--- src/rtl/alu8_pkg.sv ---
package alu8_pkg;

   typedef enum logic [2:0] {
      FN_CLEAR  = 3'd0,
      FN_BSUBA  = 3'd1,
      FN_ASUBB  = 3'd2,
      FN_ADD    = 3'd3,
      FN_XOR    = 3'd4,
      FN_OR     = 3'd5,
      FN_AND    = 3'd6,
      FN_PRESET = 3'd7
   } alu_fn_e;

   localparam int FN_BITS = 3;

   function automatic logic fn_is_arith(input alu_fn_e fn);
      return (fn == FN_BSUBA) || (fn == FN_ASUBB) || (fn == FN_ADD);
   endfunction

endpackage

--- src/rtl/alu8_arith.sv ---
module alu8_arith
   import alu8_pkg::*;
#(
   parameter int W      = 8,
   parameter bit RIPPLE = 1'b1
) (
   input  logic [W-1:0] op_a,
   input  logic [W-1:0] op_b,
   input  logic         cin,
   input  alu_fn_e      fn,
   output logic [W-1:0] sum,
   output logic         cout,
   output logic         c_msb
);
   localparam int LOW = W - 1;

   logic [W-1:0] x_op;
   logic [W-1:0] y_op;

   // operand steering: subtracts add the inverted subtrahend
   always_comb begin
      unique case (fn)
         FN_BSUBA: begin x_op = op_b; y_op = ~op_a; end
         FN_ASUBB: begin x_op = op_a; y_op = ~op_b; end
         default:  begin x_op = op_a; y_op = op_b;  end
      endcase
   end

   generate
      if (RIPPLE) begin : g_ripple
         logic [W:0] cc;
         assign cc[0] = cin;
         for (genvar i = 0; i < W; i++) begin : g_bit
            assign sum[i]  = x_op[i] ^ y_op[i] ^ cc[i];
            assign cc[i+1] = (x_op[i] & y_op[i]) | (cc[i] & (x_op[i] ^ y_op[i]));
         end
         assign c_msb = cc[W-1];
         assign cout  = cc[W];
      end else begin : g_split
         logic [LOW:0] low_sum;
         logic [1:0]   top_sum;
         assign low_sum = {1'b0, x_op[LOW-1:0]} + {1'b0, y_op[LOW-1:0]} + {{LOW{1'b0}}, cin};
         assign c_msb   = low_sum[LOW];
         assign top_sum = {1'b0, x_op[W-1]} + {1'b0, y_op[W-1]} + {1'b0, c_msb};
         assign sum     = {top_sum[0], low_sum[LOW-1:0]};
         assign cout    = top_sum[1];
      end
   endgenerate
endmodule

--- src/rtl/alu8_logic_unit.sv ---
module alu8_logic_unit
   import alu8_pkg::*;
#(
   parameter int W = 8
) (
   input  logic [W-1:0] op_a,
   input  logic [W-1:0] op_b,
   input  alu_fn_e      fn,
   output logic [W-1:0] res
);
   always_comb begin
      unique case (fn)
         FN_XOR:    res = op_a ^ op_b;
         FN_OR:     res = op_a | op_b;
         FN_AND:    res = op_a & op_b;
         FN_PRESET: res = {W{1'b1}};
         default:   res = '0;
      endcase
   end
endmodule

--- src/rtl/alu8_flag_reg.sv ---
module alu8_flag_reg (
   input  logic clk,
   input  logic rst,
   input  logic ld,
   input  logic c_d,
   input  logic v_d,
   input  logic z_d,
   output logic c_q,
   output logic v_q,
   output logic z_q
);
   always_ff @(posedge clk) begin
      if (rst) begin
         c_q <= 1'b0;
         v_q <= 1'b0;
         z_q <= 1'b0;
      end else if (ld) begin
         c_q <= c_d;
         v_q <= v_d;
         z_q <= z_d;
      end
   end

   a_r7_hold: assert property (@(posedge clk) disable iff (rst)
      !ld |=> ($stable(c_q) && $stable(v_q) && $stable(z_q)));
   a_r7_load: assert property (@(posedge clk) disable iff (rst)
      ld |=> (c_q == $past(c_d) && v_q == $past(v_d) && z_q == $past(z_d)));
   a_r8_reset: assert property (@(posedge clk)
      rst |=> (!c_q && !v_q && !z_q));
endmodule

--- src/rtl/alu8_core.sv ---
module alu8_core
   import alu8_pkg::*;
#(
   parameter int W      = 8,
   parameter bit RIPPLE = 1'b1
) (
   input  logic               clk,
   input  logic               rst,
   input  logic [W-1:0]       a_in,
   input  logic [W-1:0]       b_in,
   input  logic               carry_in,
   input  logic [FN_BITS-1:0] func_sel,
   input  logic               flag_ld,
   output logic [W-1:0]       result,
   output logic               carry_out,
   output logic               ovf_out,
   output logic               zero_out,
   output logic               flag_c,
   output logic               flag_v,
   output logic               flag_z
);
   generate
      if (W < 2) begin : g_bad_width
         $error("alu8_core: W must be at least 2");
      end
   endgenerate

   alu_fn_e      fn;
   logic [W-1:0] arith_sum;
   logic [W-1:0] logic_res;
   logic         arith_cout;
   logic         arith_cmsb;
   logic         arith_sel;

   assign fn        = alu_fn_e'(func_sel);
   assign arith_sel = fn_is_arith(fn);

   alu8_arith #(.W(W), .RIPPLE(RIPPLE)) u_arith (
      .op_a (a_in),
      .op_b (b_in),
      .cin  (carry_in),
      .fn   (fn),
      .sum  (arith_sum),
      .cout (arith_cout),
      .c_msb(arith_cmsb)
   );

   alu8_logic_unit #(.W(W)) u_logic (
      .op_a(a_in),
      .op_b(b_in),
      .fn  (fn),
      .res (logic_res)
   );

   assign result    = arith_sel ? arith_sum : logic_res;
   assign carry_out = arith_sel & arith_cout;
   assign ovf_out   = arith_sel & (arith_cout ^ arith_cmsb);
   assign zero_out  = ~|result;

   alu8_flag_reg u_flags (
      .clk(clk),
      .rst(rst),
      .ld (flag_ld),
      .c_d(carry_out),
      .v_d(ovf_out),
      .z_d(zero_out),
      .c_q(flag_c),
      .v_q(flag_v),
      .z_q(flag_z)
   );

   // signed overflow by sign rule, independent of the carry chain
   a_r4_add_ovf: assert property (@(posedge clk) disable iff (rst)
      (fn == FN_ADD) |-> ovf_out == ((a_in[W-1] == b_in[W-1]) && (result[W-1] != a_in[W-1])));
   a_r4_asub_ovf: assert property (@(posedge clk) disable iff (rst)
      (fn == FN_ASUBB) |-> ovf_out == ((a_in[W-1] != b_in[W-1]) && (result[W-1] != a_in[W-1])));
   a_r4_bsub_ovf: assert property (@(posedge clk) disable iff (rst)
      (fn == FN_BSUBA) |-> ovf_out == ((b_in[W-1] != a_in[W-1]) && (result[W-1] != b_in[W-1])));
   a_r4_no_overflow: assert property (@(posedge clk) disable iff (rst)
      !arith_sel |-> !ovf_out);
   a_r6_no_carry: assert property (@(posedge clk) disable iff (rst)
      !arith_sel |-> !carry_out);
   a_r5_zero: assert property (@(posedge clk) disable iff (rst)
      zero_out == ($countones(result) == 0));
endmodule

--- config.mk ---
export PLATFORM = sky130hd
export DESIGN_NAME = alu8_core
export DESIGN_NICKNAME = d
export VERILOG_FILES = /design/src/rtl/alu8_pkg.sv /design/src/rtl/alu8_arith.sv /design/src/rtl/alu8_logic_unit.sv /design/src/rtl/alu8_flag_reg.sv /design/src/rtl/alu8_core.sv
export SDC_FILE = /design/constraint.sdc
export NUM_CORES = 1
export LEC_CHECK = 0
export BUFFER_PORTS_ARGS = -buffer_cell sky130_fd_sc_hd__buf_2
export CAP_MARGIN = 40
export CORE_MARGIN = 10
export CORE_UTILIZATION = 57
export DETAILED_ROUTE_END_ITERATION = 12
export HOLD_SLACK_MARGIN = 0.15
export PLACE_DENSITY = 0.95
export SLEW_MARGIN = 40
export SYNTH_ARGS = -nofsm -noshare
export SYNTH_HDL_FRONTEND = slang
export SYNTH_SLANG_ARGS = --single-unit
--- constraint.sdc ---
create_clock -name clk -period 11.5 [get_ports clk]
set_input_delay 0.575 -clock clk [delete_from_list [all_inputs] [get_ports clk]]
set_output_delay 0.575 -clock clk [all_outputs]
set_load 0.01 [all_outputs]
* Word-level counts from Yosys, hierarchy flattened
Cells that the tools add are included.
** Word-level totals
- Output and inout port bits :: 14
- Bits in latches :: 0
- Memories :: 0
- Flip-flop bits (word level) :: 3
- Bits in writable memories :: 0
- Memory bits (read-only) :: 0
- Input port bits :: 23
- Logic and storage cells :: 66
** Cells by class
- Add/subtract/negate cells :: 0
- Div/mod/pow operators :: 0
- $lt $le $gt $ge :: 0
- Bitwise operators :: 48
- Shift-type cells :: 0
- Equal/unequal tests :: 7
- Multipliers :: 0
- Mux-type cells :: 4
- Reduce and logical (&&, ||, !) cells :: 4
** Operator list (count)
- case mux 8 bit (4 select lines) :: 1
- bitwise AND 1 bit :: 18
- XOR 1 bit :: 17
- two-way mux 8 bit :: 2
- inverter 8 bit :: 2
- case mux 8 bit (2 select lines) :: 1
- equality test 3 bit (second input constant) :: 4
- bitwise AND 8 bit :: 1
- bitwise OR 1 bit :: 8
- bitwise OR 8 bit :: 1
- OR reduction 8 bit :: 1
- XOR 8 bit :: 1
- equality test 3 x 2 -> 1 bit (second input constant) :: 2
- equality test 3 x 1 -> 1 bit (second input constant) :: 1
- logical OR 1 bit :: 2
- logical NOT 1 bit :: 1

* Longest topological paths before layout
Gate-level depths: netlist of the first run.
- Word-level depth :: 21
- Mapped depth :: 23
- Gate-level depth less buffers :: 22

* By module
From an unflattened synthesis of the first run, not the netlist that was laid out.
** Second synthesis, totals
- Cell total of the unflattened synthesis :: 169
- Area, all modules :: 1490.2 µm²
** By module, submodules not included
- alu8_arith :: sequential area each 0.0 µm², cells an instance 71, instances 1, area each 648.1 µm²
- alu8_logic_unit :: sequential area each 0.0 µm², cells an instance 68, instances 1, area each 539.3 µm²
- alu8_core :: sequential area each 0.0 µm², cells an instance 21, instances 1, area each 201.4 µm²
- alu8_flag_reg :: sequential area each 60.1 µm², cells an instance 9, instances 1, area each 101.3 µm²

* Worst setup path after synthesis of the first run
OpenSTA, ideal clock, no wires.
- Kind :: input-to-output
- Start point :: input port func_sel[2]
- End point :: output port zero_out
- Data required time :: 10.925 ns
- Buffers on the path :: 2
- Stages :: 23
- Setup slack :: 5.704 ns
- Arrival time :: 5.221 ns
- Cells stage by stage :: nand2b_1 clkbuf_1 nor2_1 clkbuf_1 nand2_1 o21ai_0 fa_1 inv_1 fa_1 inv_1 fa_1 fa_1 inv_1 fa_1 inv_1 fa_1 inv_1 fa_1 fa_1 nor3_1 a311o_1 or4_4 nor2_1
** On the way
- Cells in the longest elaborated chain, start to end :: 21
- Elaborated cells between the ends (all ways) :: 52
- Those cells by class :: 7 x eq/ne; 4 x mux; 37 x bitwise; 4 x reduce/logical
** RTL lines
- start, declared :: line alu8_core.sv:12 : input logic [FN_BITS-1:0] func_sel,
- equality test 3 x 2 -> 1 bit or equality test 3 x 1 -> 1 bit (tied branches) :: line alu8_pkg.sv:17, alu8_arith.sv:22
- case mux 8 bit (2 select lines) or two-way mux 8 bit (tied branches) :: line alu8_arith.sv:22 : unique case (fn)
- XOR 1 bit :: line alu8_arith.sv:35 : assign cc[i+1] = (x_op[i] & y_op[i]) | (cc[i] & (x_op[i] ^ y_op[i]));
- bitwise AND 1 bit :: line alu8_arith.sv:35
- bitwise OR 1 bit :: line alu8_arith.sv:35
- bitwise AND 1 bit :: line alu8_arith.sv:35
- bitwise OR 1 bit :: line alu8_arith.sv:35
- bitwise AND 1 bit :: line alu8_arith.sv:35
- (+6 left out)
- bitwise OR 1 bit :: line alu8_arith.sv:35
- bitwise AND 1 bit :: line alu8_arith.sv:35
- bitwise OR 1 bit :: line alu8_arith.sv:35
- XOR 1 bit :: line alu8_arith.sv:34 : assign sum[i] = x_op[i] ^ y_op[i] ^ cc[i];
- two-way mux 8 bit (*) :: line alu8_core.sv:55 : assign result = arith_sel ? arith_sum : logic_res;
- named net result[7] :: line alu8_core.sv:14 : output logic [W-1:0] result,
- OR reduction 8 bit (*) :: line alu8_core.sv:58 : assign zero_out = ~|result;
- logical NOT 1 bit (*) :: line alu8_core.sv:58
- end, declared :: line alu8_core.sv:17 : output logic zero_out,
Mark *: on every way through the listed nets, which the timed path passes. The rest lies on a longest branch.

* Worst setup path in the final report of the first run
- Start point :: input port func_sel[0]
- End point :: output port zero_out
** On the way
- Cells in the longest elaborated chain, start to end :: 21
- Elaborated cells between the ends (all ways) :: 52
- Those cells by class :: 7 x eq/ne; 4 x mux; 37 x bitwise; 4 x reduce/logical
** RTL lines (line)
- equality test 3 x 2 -> 1 bit or equality test 3 x 1 -> 1 bit (tied branches) :: alu8_pkg.sv:17, alu8_arith.sv:22
- case mux 8 bit (2 select lines) or two-way mux 8 bit (tied branches) :: alu8_arith.sv:22
- XOR 1 bit :: alu8_arith.sv:34, alu8_arith.sv:35
- bitwise AND 1 bit :: alu8_arith.sv:35
- bitwise OR 1 bit :: alu8_arith.sv:35
- bitwise AND 1 bit :: alu8_arith.sv:35
- bitwise OR 1 bit :: alu8_arith.sv:35
- bitwise AND 1 bit :: alu8_arith.sv:35
- (+5 left out)
- bitwise AND 1 bit :: alu8_arith.sv:35
- bitwise OR 1 bit :: alu8_arith.sv:35
- bitwise AND 1 bit :: alu8_arith.sv:35
- bitwise OR 1 bit :: alu8_arith.sv:35
- XOR 1 bit :: alu8_arith.sv:34
- two-way mux 8 bit (*) :: alu8_core.sv:55
- OR reduction 8 bit (*) :: alu8_core.sv:58
- logical NOT 1 bit (*) :: alu8_core.sv:58
Every way passes the cells marked *; elsewhere a longest branch is shown, timed or not.

==> summary by stage, run 1 <==
Critical path
STA classifies the critical path startpoint as an input pin. The type of the worst setup path is input pin to output pin. The setup slack of the most critical reg-to-reg path is about 11 ns.

The critical register-to-register path startpoint is u_flags.v_q. The highest fanout seen on the critical path is 31. At the worst endpoint, the arrival time is just under 6 ns. The endpoint required time on the critical path is 10.93 ns.

STA classifies the critical path endpoint as an output pin. In this run the worst setup path begins at func_sel[0].

Cells and area
The sequential cells in the finished layout cover a total of between 60 and 70 µm². The filler cells instantiated in the layout total just under 200. Relative to the synthesized area, the layout overhead comes to 13.8%. The final standard cell count with taps included and fillers excluded is about 240.

The total number of nets in the final design is 256. The antenna diode count is 0. Summing all multi-input logic gate instances after layout gives about 1100 µm². The share of cells above drive strength 1 is 0.212.

Floorplanning
The floorplan step defined a core boundary enclosing ~2200 µm². The die is around 67 µm wide. The floorplan step defined a die boundary enclosing roughly 4500 µm². The vertical die dimension is between 60 and 70 µm. The boundary pin count is 37. For this configuration, the core starts out at a cell density of 0.589. The floorplan has 17 rows.

Synthesis
Synthesis instantiated 30 different standard cells from the library. By area the synthesized netlist is led by sky130_fd_sc_hd__ha_1 (16%), sky130_fd_sc_hd__fa_1 (13%), sky130_fd_sc_hd__a21oi_1 (9.4%), sky130_fd_sc_hd__mux2i_1 (7.8%), sky130_fd_sc_hd__inv_1 (7.1%). Yosys mapped a number of flops with a built-in enable equal to 0. The share of synthesized area in the top cell type comes to 0.157. Sorting the synthesized cells by how often they occur yields sky130_fd_sc_hd__a21oi_1 (24), sky130_fd_sc_hd__inv_1 (24), sky130_fd_sc_hd__nor2_1 (23). After synthesis the netlist holds a flip-flop and latch count of 3. The average cell area after synthesis is roughly 7.1 µm². The share of the Yosys chip area taken by registers is 0.0470. The net count after synthesis is 226.

The number of warning messages in the yosys log is 0. The mapped netlist covers around 1300 µm². The number of instances in the synthesized netlist is 179. The largest total area in the synthesized netlist belongs to sky130_fd_sc_hd__ha_1. After synthesis, the share of flip-flops with an asynchronous set or reset is 0. The most used flip-flop cell after synthesis is sky130_fd_sc_hd__dfxtp_1.

Clock tree
The number of buffers created by CTS is 3. The H-tree level count is 1. The quantity of hold-fixing buffers added after cts is 0. After clock tree synthesis, the setup repair step added 0 buffers. The maximum number of buffers from clock root to sink is 2. The later pin in the worst-skew pair is clocked with a latency of ~0.22 ns. TritonCTS built the clock tree.

After clock tree synthesis, the clock-pin slew on the worst setup and hold paths is 0.04 ns. The number of resized instances in the post-cts repair step is 0. The clock sink count is 3. The cell chosen for the clock root is sky130_fd_sc_hd__clkbuf_4.

STA
Between clock sinks in the finished design, the worst skew comes to 0 ns. The worst pin sits at a relative slew slack of 0.579. In the final timing run, aggregate negative setup slack is 0 ns. The final setup violation count is 0.

The highest achievable clock rate is between 150 and 200 MHz. The final worst-path cycle share is 0.562. Across all hold checks on the routed design, the worst slack comes to slightly below 0.5 ns. The pin slew with the least headroom to its limit is 0.631 ns. The total count of max-transition violations in the final report is 0. The number of failing hold endpoints at the final stage is 0. The shortest clock period the worst path allows after layout is between 6 and 7 ns. Setup repair after global routing left no endpoint under its margin.

GRT
The number of global-route vias before repair came to between 1k and 1.5k. The met1 global-route usage is 0.194. The leftover overflow at the end of global routing is 0.

The fraction of met2 tracks used by global routing is 0.249. For this run, global-route usage on met3 was measured as 0.0215. The pin count of the biggest net entering global routing is 39. The wire length of the first global-routing pass is roughly 5600 µm. The total routing resource utilization after global routing is 0.148. The number of antenna violations at the first check in global routing is 0.

The most crowded layer after global routing is met2.

Status
The flow ran to the end, and the final reports show no timing, DRC or antenna violations.

Detailed routing
The via total after detailed routing is 1366. The count of nets left with antenna violations once routing finished came out at 0. In the final routed layout, each cell accounts on average for between 10 and 15 µm. The wire length reported by the detailed router is approximately 3300 µm. For this run, design rule violations remaining after detail routing come to 0. The vias per cell is 5.79.

The first-pass iteration count of the detailed router is 4. The first routing iteration left between 100 and 150 violations.

Place
The number of cells after detailed placement is around 230. During placement, the flow inserted port buffers numbering 36. Summed over all nets, the half-perimeter wirelength after detailed placement is approximately 2600 µm. At the end of routability-driven placement, the weighted congestion stood at 0.905.

Power and ir drop
The fraction of power consumed by the clock network is 0.181. Across the VDD grid, the largest voltage drop is roughly 50 µV. The total power per unit cell area is ~70 nW/µm².

Of the total power, the share spent switching nets is 0.457. The share of total power dissipated in combinational logic is 0.707. The internal power component is approximately 54 µW. The analysis attributes to net switching a power of 45.6 µW.

The share of total power dissipated in sequential elements is 0.112. The analysis attributes to cell leakage a power of about 0.75 nW.

Run
The tool flagged a number of max-cap violations equal to 0.

Worst hold path
The startpoint identified for the worst hold timing path is u_flags.z_q. The class of the most critical hold timing path is flip-flop to flip-flop.
-- cell usage in the layout (no fill, tap or decap), drive strengths merged, types with 2 or more instances in the layout --
cell,instances
inv,24
mux2i,10
o22ai,6
nor3,13
ha,16
nand2b,2
nor3b,5
dfxtp,3
buf,36
a21oi,24
o21ai,7
fa,8
or4,2
clkbuf,4
a21o,4
a311o,6
nor2,24
nand2,7
-- path summary, 6_finish.rpt --
kind | depth (start not counted) | endpoint
hold reg to reg | 2 | u_flags.z_q
setup / recovery | 23 | zero_out
setup reg to reg | 2 | u_flags.v_q
hold / removal | 2 | u_flags.z_q
-- power by group through the flow --
stage | registers (mW) | clock network (mW) | logic [mW]
4_1_cts | 0.0112 | 0.0185 | 0.0704
2_1_floorplan | 0.0115 | 0 | 0.0474
6_report | 0.0112 | 0.0181 | 0.0706
5_1_grt | 0.0113 | 0.0200 | 0.0798
3_5_place_dp | 0.0113 | 0 | 0.0696
3_3_place_gp | 0.0113 | 0 | 0.0684
-- critical path, cell delays in order --
cell and delay, ns:
sky130_fd_sc_hd__buf_2 0.42, sky130_fd_sc_hd__nand2b_1 0.36, sky130_fd_sc_hd__nor2_2 0.52, sky130_fd_sc_hd__nand2_1 0.09, sky130_fd_sc_hd__o21ai_0 0.12, sky130_fd_sc_hd__fa_1 0.21
sky130_fd_sc_hd__inv_1 0.05, sky130_fd_sc_hd__fa_1 0.35, sky130_fd_sc_hd__inv_1 0.07, sky130_fd_sc_hd__fa_1 0.17, sky130_fd_sc_hd__fa_1 0.17, sky130_fd_sc_hd__inv_1 0.05
sky130_fd_sc_hd__fa_1 0.35, sky130_fd_sc_hd__inv_1 0.07, sky130_fd_sc_hd__fa_1 0.16, sky130_fd_sc_hd__inv_1 0.05, sky130_fd_sc_hd__fa_1 0.41, sky130_fd_sc_hd__fa_1 0.50
sky130_fd_sc_hd__nor3_1 0.05, sky130_fd_sc_hd__a311o_1 0.33, sky130_fd_sc_hd__or4_4 0.55, sky130_fd_sc_hd__nor2_1 0.11, sky130_fd_sc_hd__buf_2 0.14
-- cell families after synthesis --
group / after synthesis / share of synthesized area
AO/OA/AOI/OAI: 51 / 0.254
XOR/XNOR: 1 / 0.00686
adder cells (fa/ha/maj): 24 / 0.282
buffers and inverters: 35 / 0.123
flip-flops: 3 / 0.0470
multiplexers: 10 / 0.0784
AND/OR/NAND/NOR: 55 / 0.209
-- stage by stage --
step | cell area, µm² | power, mW | setup slack [ns] | util
2_1_floorplan | 1280 | 0.0589 | 5.70 | -
3_3_place_gp | 1430 | 0.0797 | 5.02 | 0.657
3_5_place_dp | 1430 | 0.0809 | 4.80 | 0.657
4_1_cts | 1450 | 0.100 | 4.83 | 0.669
5_1_grt | 1450 | 0.111 | 4.58 | 0.670
6_report | 1450 | 0.0999 | 5.03 | 0.670
-- layer usage --
| metal | vias up | wire [µm] |
|---|---|---|
| met3 | 2 | 248 |
| met4 | 0 | 14 |
| met1 | 618 | 1440 |
| met2 | 63 | 1620 |
| met5 | - | 0 |
| li1 | 683 | - |
-- flip-flops by register name, indices dropped and copies added, names as in the netlist --
signal       count
u_flags.c_q      1
u_flags.v_q      1
u_flags.z_q      1
-- layout make-up --
class	instances	area share
Tap cell	28	0.0241
Inverter	24	0.0620
Sequential cell	3	0.0413
Multi-Input combinational cell	141	0.731
Timing Repair Buffer	36	0.124
Clock buffer	4	0.0181
(Power assumes the default switching activity.)
==> run 2, diff against run 1 <==
Settings changed: CORE_UTILIZATION 57 to 48, PLACE_DENSITY 0.95 to 0.86.
Clock period 11.5 ns to 5.3 ns, I/O delays scaled along.
==> run 2 against run 1 <==
Setup slack worse by 4.7 ns. Clock-buffer cell count stayed put. Utilization down 6.3 points. Combinational power up 120%. Worst hold slack got worse by 0.23 ns. Flip-flop and latch count is the same. Wire length rose by 5.6%. Critical path depth up 1. Final area rose by 4.5%. Critical path type unchanged. Highest routed layer unchanged.
==> summary by stage, run 2 (synthesis gave the netlist of run 1 again) <==
Detailed routing
The first-pass iteration count of the detailed router is 4 (unchanged). The remaining routing DRC violations is 0 (unchanged). The amount of wire on met3 after detailed routing is 245 µm (-1.2%). The length of routed met2 wiring was 1620 µm (+0.43%). The vias per cell is 5.52 (-4.7%).

Routed signal wires occupy layers up through met4. The routed metal-1 wire length was 1600 µm (+11%). The final antenna-violating net count is 0 (unchanged). The via total after detailed routing came to 1352 (-1.0%). The routed length per placed instance is 14.3 µm (+1.7%).

The iteration-0 DRC count of the detailed router is 72 (-48%). The wire length reported by the detailed router is 3510 µm (+5.6%).

Clock tree
The number of buffers created by CTS is 3 (unchanged). The root buffer cell chosen for the clock tree is sky130_fd_sc_hd__clkbuf_4. The H-tree level count is 1 (unchanged). TritonCTS built the clock tree. The clock input transition at the sequential cells of the worst setup and hold paths is 0.03 ns (about the same). The clock latency at the later pin of the worst-skew pair came to 0.22 ns (about the same). The clock sink count was 3 (unchanged). The maximum number of buffers from clock root to sink is 2 (unchanged).

Floorplanning
The initial core utilization is 0.511 (-0.0778). The placeable core region was 2500 µm² (+15%). The boundary pin count is 37 (unchanged).

The vertical die dimension came to 71.6 µm (+6.3%). The number of core rows is 18 (+1). The horizontal die dimension came to 71.6 µm (+6.3%).

The die area was 5130 µm² (+13%).

Critical path
The type of the worst setup path is input pin to output pin. STA classifies the critical path startpoint as an input pin. The data arrival at the endpoint of the critical path came to 4.70 ns (-1.19 ns). The highest fanout seen on the critical path is 12 (-61%). The capturing element type of the critical path is an output pin.

The endpoint required time on the critical path is 5.04 ns (-5.89 ns).

Power and ir drop
The part of the total power dissipated in combinational logic is 0.718 (+0.011). The switching fraction of total power is 0.448 (-0.00912). The static power due to leakage is 0.790 nW (+5.2%). The sequential group share of total power is 0.111 (about the same). The internal power component was 121 µW (+120%). The fraction of power consumed by the clock network came to 0.171 (-0.010).

The worst vdd rail ir drop was 166 µV (+240%). The net switching power came to 98.1 µW (+120%). The total power per unit cell area is 144 nW/µm² (+110%).

The power after layout was 219 µW (+120%).

GRT
The leftover overflow at the end of global routing is 0 (unchanged). The total routing resource utilization after global routing came to 0.130 (-0.0181). The wire length of the first global-routing pass came to 5780 µm (+3.1%). The number of antenna violations at the first check in global routing was 0 (unchanged). The number of global-route vias before repair is 1256 (-0.24%). The pin count of the biggest net entering global routing is 33 (-15%).

Cells and area
The antenna diode count came to 0 (unchanged). The share of the core filled with cells in the final layout is 0.608 (-0.0625). The top cell types in the final layout, fill and taps aside, are sky130_fd_sc_hd__buf_2 (36), sky130_fd_sc_hd__inv_1 (24), sky130_fd_sc_hd__a21oi_1 (24), sky130_fd_sc_hd__nor2_1 (22), sky130_fd_sc_hd__ha_1 (16). The share of cells above drive strength 1 is 0.247 (+0.0350). The total number of nets in the final design was 263 (+2.7%). The final standard cell area without fillers is 1520 µm² (+4.5%).

The final standard cell count with taps included and fillers excluded is 245 (+3.8%). In the final layout, the registers with the most flip-flops are u_flags.c_q: 1 flops, u_flags.v_q: 1 flops, u_flags.z_q: 1 flops. The most frequent standard cell in the layout excluding fill and tap cells is sky130_fd_sc_hd__buf_2. The area growth from synthesis to final layout is 18.9%.

STA
The maximum clock skew at final layout was 0 ns (unchanged). The highest achievable clock rate is 202 MHz. The worst hold slack after final layout is 0.262 ns (-0.233 ns).

Setup repair after global routing left no endpoint under its margin. The headroom to the max-slew limit is 0.630 (+0.0503). The post-layout worst setup margin is 0.338 ns (-4.69 ns). The final setup violation count is 0 (unchanged). The number of failing hold endpoints at the final stage came to 0 (unchanged).

The total count of max-transition violations in the final report is 0 (unchanged). The pin slew with the least headroom to its limit is 0.555 ns (-0.0760 ns). The final worst-path cycle share is 0.936. The summed negative setup slack over all endpoints came to 0 ns (unchanged).

After layout, the minimum clock period comes to slightly below 5 ns.

Place
The post-detailed-placement cell area is 1480 µm² (+3.9%). The post-place setup slack is 0.172 ns (-4.63 ns). The number of buffer cells added on primary ports was 36 (unchanged). The post-detailed-placement half-perimeter wirelength was 2870 µm (+10%). The number of cells after detailed placement is 241 (+3.9%).

The routability congestion estimate came to 0.861 (-4.9%).

Worst hold path
The class of the most critical hold timing path is input pin to flip-flop.

Run
The reported max-cap violation count is 0 (unchanged).

Status
The run finished with clean final reports.
## run 2: changes by cell type in the layout (fill, tap and decap cells not counted)
cell                       change
sky130_fd_sc_hd__fa_1          -1
sky130_fd_sc_hd__buf_4         +7
sky130_fd_sc_hd__nand2b_1      -1
sky130_fd_sc_hd__fa_2          +1
sky130_fd_sc_hd__nand2b_4      +1
## run 2: critical path: stages
cell	delay, ns
sky130_fd_sc_hd__buf_2	0.12
sky130_fd_sc_hd__buf_4	0.19
sky130_fd_sc_hd__inv_1	0.07
sky130_fd_sc_hd__a21oi_1	0.12
sky130_fd_sc_hd__mux2i_1	0.08
sky130_fd_sc_hd__a21o_1	0.17
sky130_fd_sc_hd__fa_1	0.36
sky130_fd_sc_hd__inv_1	0.08
sky130_fd_sc_hd__fa_1	0.15
sky130_fd_sc_hd__inv_1	0.05
sky130_fd_sc_hd__fa_1	0.38
sky130_fd_sc_hd__fa_1	0.37
sky130_fd_sc_hd__inv_1	0.07
sky130_fd_sc_hd__fa_1	0.15
sky130_fd_sc_hd__inv_1	0.05
sky130_fd_sc_hd__fa_1	0.36
sky130_fd_sc_hd__inv_1	0.08
sky130_fd_sc_hd__fa_2	0.22
sky130_fd_sc_hd__fa_1	0.16
sky130_fd_sc_hd__nor3_1	0.05
sky130_fd_sc_hd__a311o_1	0.32
sky130_fd_sc_hd__or4_4	0.56
sky130_fd_sc_hd__nor2_1	0.12
sky130_fd_sc_hd__buf_2	0.14
## run 2: power by group through the flow
stage	clock, mW	combinational (mW)	sequential [mW]
final	0.0375	0.157	0.0243
after global routing	0.0415	0.179	0.0244
after CTS	0.0391	0.157	0.0243
after detailed placement	0	0.155	0.0246
after global placement	0	0.151	0.0245
after floorplan	0	0.103	0.0250
## run 2: final cells by class
cell class	count	area [µm²]
Clock buffer	4	26.3
Fill cell	235	981
Inverter	24	90.1
Multi-Input combinational cell	141	1070
Sequential cell	3	60.1
Tap cell	30	37.5
Timing Repair Buffer	43	233
## run 2: path summary, 6_finish.rpt
kind	startpoint	to	slack, ns	depth (start not counted)
max reg2reg	u_flags.c_q	u_flags.c_q	4.60	2
min	rst	u_flags.c_q	0.26	2
max	func_sel[0]	zero_out	0.34	24
min reg2reg	u_flags.z_q	u_flags.z_q	0.48	2
## run 2: repair_timing
item,CTS,global route
endpoints found under the setup margin,0,1
gates resized for setup,0,4
hold endpoints to repair,0,0
setup buffers,0,0
hold buffers,0,0
## run 2: routing by layer
layer,up-vias,GRT usage
met4,0,0.0409
li1,699,-
met1,594,0.175
met5,-,0
met3,4,0.0248
met2,55,0.203
==> run 3, diff against run 2 <==
Settings changed: CORE_UTILIZATION 48 to 49, PLACE_DENSITY 0.86 to 0.85, REMOVE_ABC_BUFFERS set to 1, SYNTH_HIERARCHICAL set to 1.
==> run 3 against run 2 <==
Flip-flop and latch count did not move. Clock power is 12% higher. Final area grew 11%. Register-to-register slack better by 0.12 ns. Largest power group unchanged. Clock-buffer cell count unchanged. Area after synthesis increased by 17%.
==> summary by stage, run 3 <==
Critical path
The type of the worst setup path is input pin to output pin. The startpoint type of the worst setup path is an input pin. The endpoint required time on the critical path is 5.04 ns (about the same). The capturing element type of the critical path is an output pin. The data arrival at the endpoint of the critical path is 4.68 ns (-0.02 ns). The highest fanout seen on the critical path is 10 (-2).

Detailed routing
The length of routed met2 wiring is 1690 µm (+3.8%). The first-pass iteration count of the detailed router is 4 (unchanged). The amount of wire on met3 after detailed routing is 182 µm (-26%). The remaining routing DRC violations is 0 (unchanged). The top layer used by detailed routing is met4. The final antenna-violating net count came to 0 (unchanged). The via total after detailed routing is 1346 (-0.44%). The iteration-0 DRC count of the detailed router was 78 (+8.3%). The routed metal-1 wire length is 1610 µm (+0.12%). The wire length reported by the detailed router was 3540 µm (+0.77%).

The vias per cell is 5.78 (+4.7%). The routed length per placed instance is 15.2 µm (+6.0%).

Place
The post-detailed-placement half-perimeter wirelength came to 2780 µm (-3.1%). The post-place setup slack is 0.336 ns (+0.165 ns). The routability congestion estimate is 0.846 (-1.7%).

The number of cells after detailed placement is 229 (-5.0%). The number of buffer cells added on primary ports is 36 (unchanged).

Synthesis
The most frequent cell after synthesis is sky130_fd_sc_hd__inv_1. Counting instances in the post-synthesis netlist gives the leading cell types as sky130_fd_sc_hd__inv_1 (23), sky130_fd_sc_hd__ha_1 (16), sky130_fd_sc_hd__nor2b_1 (16). The number of warning messages in the yosys log came to 6 (+6). The number of instances in the synthesized netlist came to 169 (-5.6%). The number of register bits inferred by synthesis came to 3 (unchanged).

Yosys attributes the largest share of cell area to sky130_fd_sc_hd__ha_1 (13%), sky130_fd_sc_hd__mux2_4 (12%), sky130_fd_sc_hd__fa_1 (11%), sky130_fd_sc_hd__nor2b_1 (6.7%), sky130_fd_sc_hd__inv_1 (5.8%). The number of enable-type register cells in the synthesized netlist came to 0 (unchanged). The share of the yosys chip area belonging to registers is 0.0403 (-0.00671). The area share of the leading cell type in the synthesized netlist is 0.134 (-0.0224).

The number of library cell types mapped by synthesis is 37 (+23%). The top cell type by total area after synthesis is sky130_fd_sc_hd__ha_1. The most used flip-flop cell after synthesis is sky130_fd_sc_hd__dfxtp_1. The mapped cell area was 1490 µm² (+17%). The average cell area after synthesis came to 8.82 µm² (+24%). The share of flip-flops with an asynchronous set or reset after synthesis is 0 (unchanged).

Power and ir drop
The internal power component is 139 µW (+15%). The net switching power is 105 µW (+6.6%). The worst vdd rail ir drop was 99.7 µV (-40%). The power after layout came to 244 µW (+11%). The fraction of power consumed by the clock network was 0.172 (about the same).

The total power per unit cell area is 145 nW/µm² (+0.34%). The sequential group share of total power is 0.099 (-0.012). The static power due to leakage is 0.853 nW (+8.0%). The part of the total power dissipated in combinational logic was 0.729 (+0.011). The switching fraction of total power was 0.429 (-0.0189).

GRT
The total routing resource utilization after global routing is 0.135 (+0.00504). The number of global-route vias before repair is 1375 (+9.5%). The number of antenna violations at the first check in global routing is 0 (unchanged). The pin count of the biggest net entering global routing is 46 (+39%).

The leftover overflow at the end of global routing is 0 (unchanged). The wire length of the first global-routing pass is 6200 µm (+7.3%).

Clock tree
The quantity of hold-fixing buffers added after cts was 0 (unchanged). The maximum number of buffers from clock root to sink is 2 (unchanged). The clock latency at the later pin of the worst-skew pair is 0.24 ns (+0.02 ns). The clock input transition at the sequential cells of the worst setup and hold paths came to 0.04 ns (about the same).

The cell sitting at the root of the clock tree is a sky130_fd_sc_hd__clkbuf_4. The H-tree level count is 1 (unchanged). The number of buffers created by CTS is 3 (unchanged). The clock sink count is 3 (unchanged). TritonCTS built the clock tree. The buffers inserted during post-CTS setup optimization is 0 (unchanged).

The number of resized instances in the post-cts repair step came to 0 (unchanged).

STA
The pin slew with the least headroom to its limit came to 0.430 ns (-0.125 ns). The headroom to the max-slew limit came to 0.712 (+0.0827). The total count of max-transition violations in the final report came to 0 (unchanged). The final setup violation count is 0 (unchanged). The summed negative setup slack over all endpoints was 0 ns (unchanged). The final worst-path cycle share is 0.933 (-0.00310). The maximum clock skew at final layout is 0 ns (unchanged). The shortest clock period the worst path allows after layout is 4.95 ns (-0.0164 ns).

The post-layout worst setup margin came to 0.355 ns (+0.0164 ns). The highest achievable clock rate is 202 MHz (+0.33%). The number of failing hold endpoints at the final stage came to 0 (unchanged). Setup repair after global routing left no endpoint under its margin.

Floorplanning
The initial core utilization is 0.527 (+0.0157). The die area is 5650 µm² (+10%). The number of core rows was 19 (+1).

The horizontal die dimension is 75.1 µm (+5.0%). The vertical die dimension is 75.1 µm (+5.0%). The boundary pin count was 37 (unchanged). The placeable core region is 2830 µm² (+13%).

Cells and area
The final standard cell count with taps included and fillers excluded came to 233 (-4.9%). The area growth from synthesis to final layout is 13.1%. The largest registers in the layout are u_flags/c_q: 1 flops, u_flags/v_q: 1 flops, u_flags/z_q: 1 flops.

The share of cells above drive strength 1 is 0.351 (+0.105). The antenna diode count is 0 (unchanged). The total number of nets in the final design is 250 (-4.9%). The library cell used most frequently in the layout, excluding fill and tap cells, is sky130_fd_sc_hd__buf_2.

The library cells used most frequently in the layout, excluding fill and tap cells, are sky130_fd_sc_hd__buf_2 (36), sky130_fd_sc_hd__inv_1 (23), sky130_fd_sc_hd__nor2b_1 (16), sky130_fd_sc_hd__ha_1 (16), sky130_fd_sc_hd__nor2_1 (13).

Status
The run finished with clean final reports.

Run
The reported max-cap violation count is 0 (unchanged).

Worst hold path
The worst hold path belongs to the class input pin to flip-flop.
## run 3: changes by cell type after synthesis, sizes merged, moves of 6 or more
cell | before | now
a21oi | 24 | 1
a311o | 6 | 0
mux2 | 0 | 16
nor2 | 24 | 13
nor2b | 1 | 16
nor3 | 13 | 1
o22ai | 6 | 0
o311a | 0 | 8
or3b | 0 | 8
## run 3: cells by family after synthesis
family / share of synthesized area
and+or+nand+nor: 0.223
buffers and inverters: 0.109
AOI/OAI and AO/OA: 0.195
adders and majority gates: 0.242
muxes: 0.185
DFF: 0.0403
xor gates and xnor gates: 0.00588
## run 3: final timing paths
path	slack (ns)	end	depth (start not counted)	start
worst max-delay path	0.35	zero_out	18	func_sel[2]
worst min-delay path	0.21	u_flags/z_q	2	rst
worst max register to register	4.72	u_flags/v_q	2	u_flags/v_q
worst min register to register	0.48	u_flags/z_q	2	u_flags/z_q
## run 3: power groups by stage
stage	Combinational [mW]	Sequential [mW]	Clock [mW]
floorplan	0.114	0.0251	0
global placement	0.175	0.0245	0
detailed placement	0.179	0.0246	0
CTS	0.180	0.0242	0.0439
global route	0.201	0.0243	0.0450
finish	0.178	0.0242	0.0419
## run 3: area by class of cell
type | count | area, µm²
Clock buffer | 4 | 26.3
Fill cell | 266 | 1140
Inverter | 24 | 90.1
Multi-Input combinational cell | 132 | 1270
Sequential cell | 3 | 60.1
Tap cell | 31 | 38.8
Timing Repair Buffer | 39 | 203
## run 3: worst max-delay path, cell delays in order
cell                      delay (ns)
sky130_fd_sc_hd__buf_2          0.11
sky130_fd_sc_hd__inv_2          0.15
sky130_fd_sc_hd__and3_4         0.34
sky130_fd_sc_hd__mux2_4         0.33
sky130_fd_sc_hd__fa_1           0.40
sky130_fd_sc_hd__fa_1           0.40
sky130_fd_sc_hd__fa_1           0.39
sky130_fd_sc_hd__fa_1           0.39
sky130_fd_sc_hd__fa_1           0.39
sky130_fd_sc_hd__fa_1           0.38
sky130_fd_sc_hd__inv_1          0.08
sky130_fd_sc_hd__fa_1           0.21
sky130_fd_sc_hd__fa_1           0.39
sky130_fd_sc_hd__inv_1          0.08
sky130_fd_sc_hd__nor4_1         0.05
sky130_fd_sc_hd__nand2_1        0.05
sky130_fd_sc_hd__o21ai_0        0.09
sky130_fd_sc_hd__buf_2          0.18
## run 3: layer usage
layer | vias to the layer above | GRT usage
met2 | 30 | 0.218
met1 | 642 | 0.171
met4 | 0 | 0.0515
met3 | 7 | 0.0302
li1 | 667 | -
met5 | - | 0
## run 3: stage by stage
stage	utilization	area (µm²)	hold WS, ns
floorplan	-	1420	0.337
global placement	0.586	1660	0.460
detailed placement	0.586	1660	0.463
CTS	0.596	1690	0.205
global route	0.596	1690	0.214
finish	0.596	1690	0.210
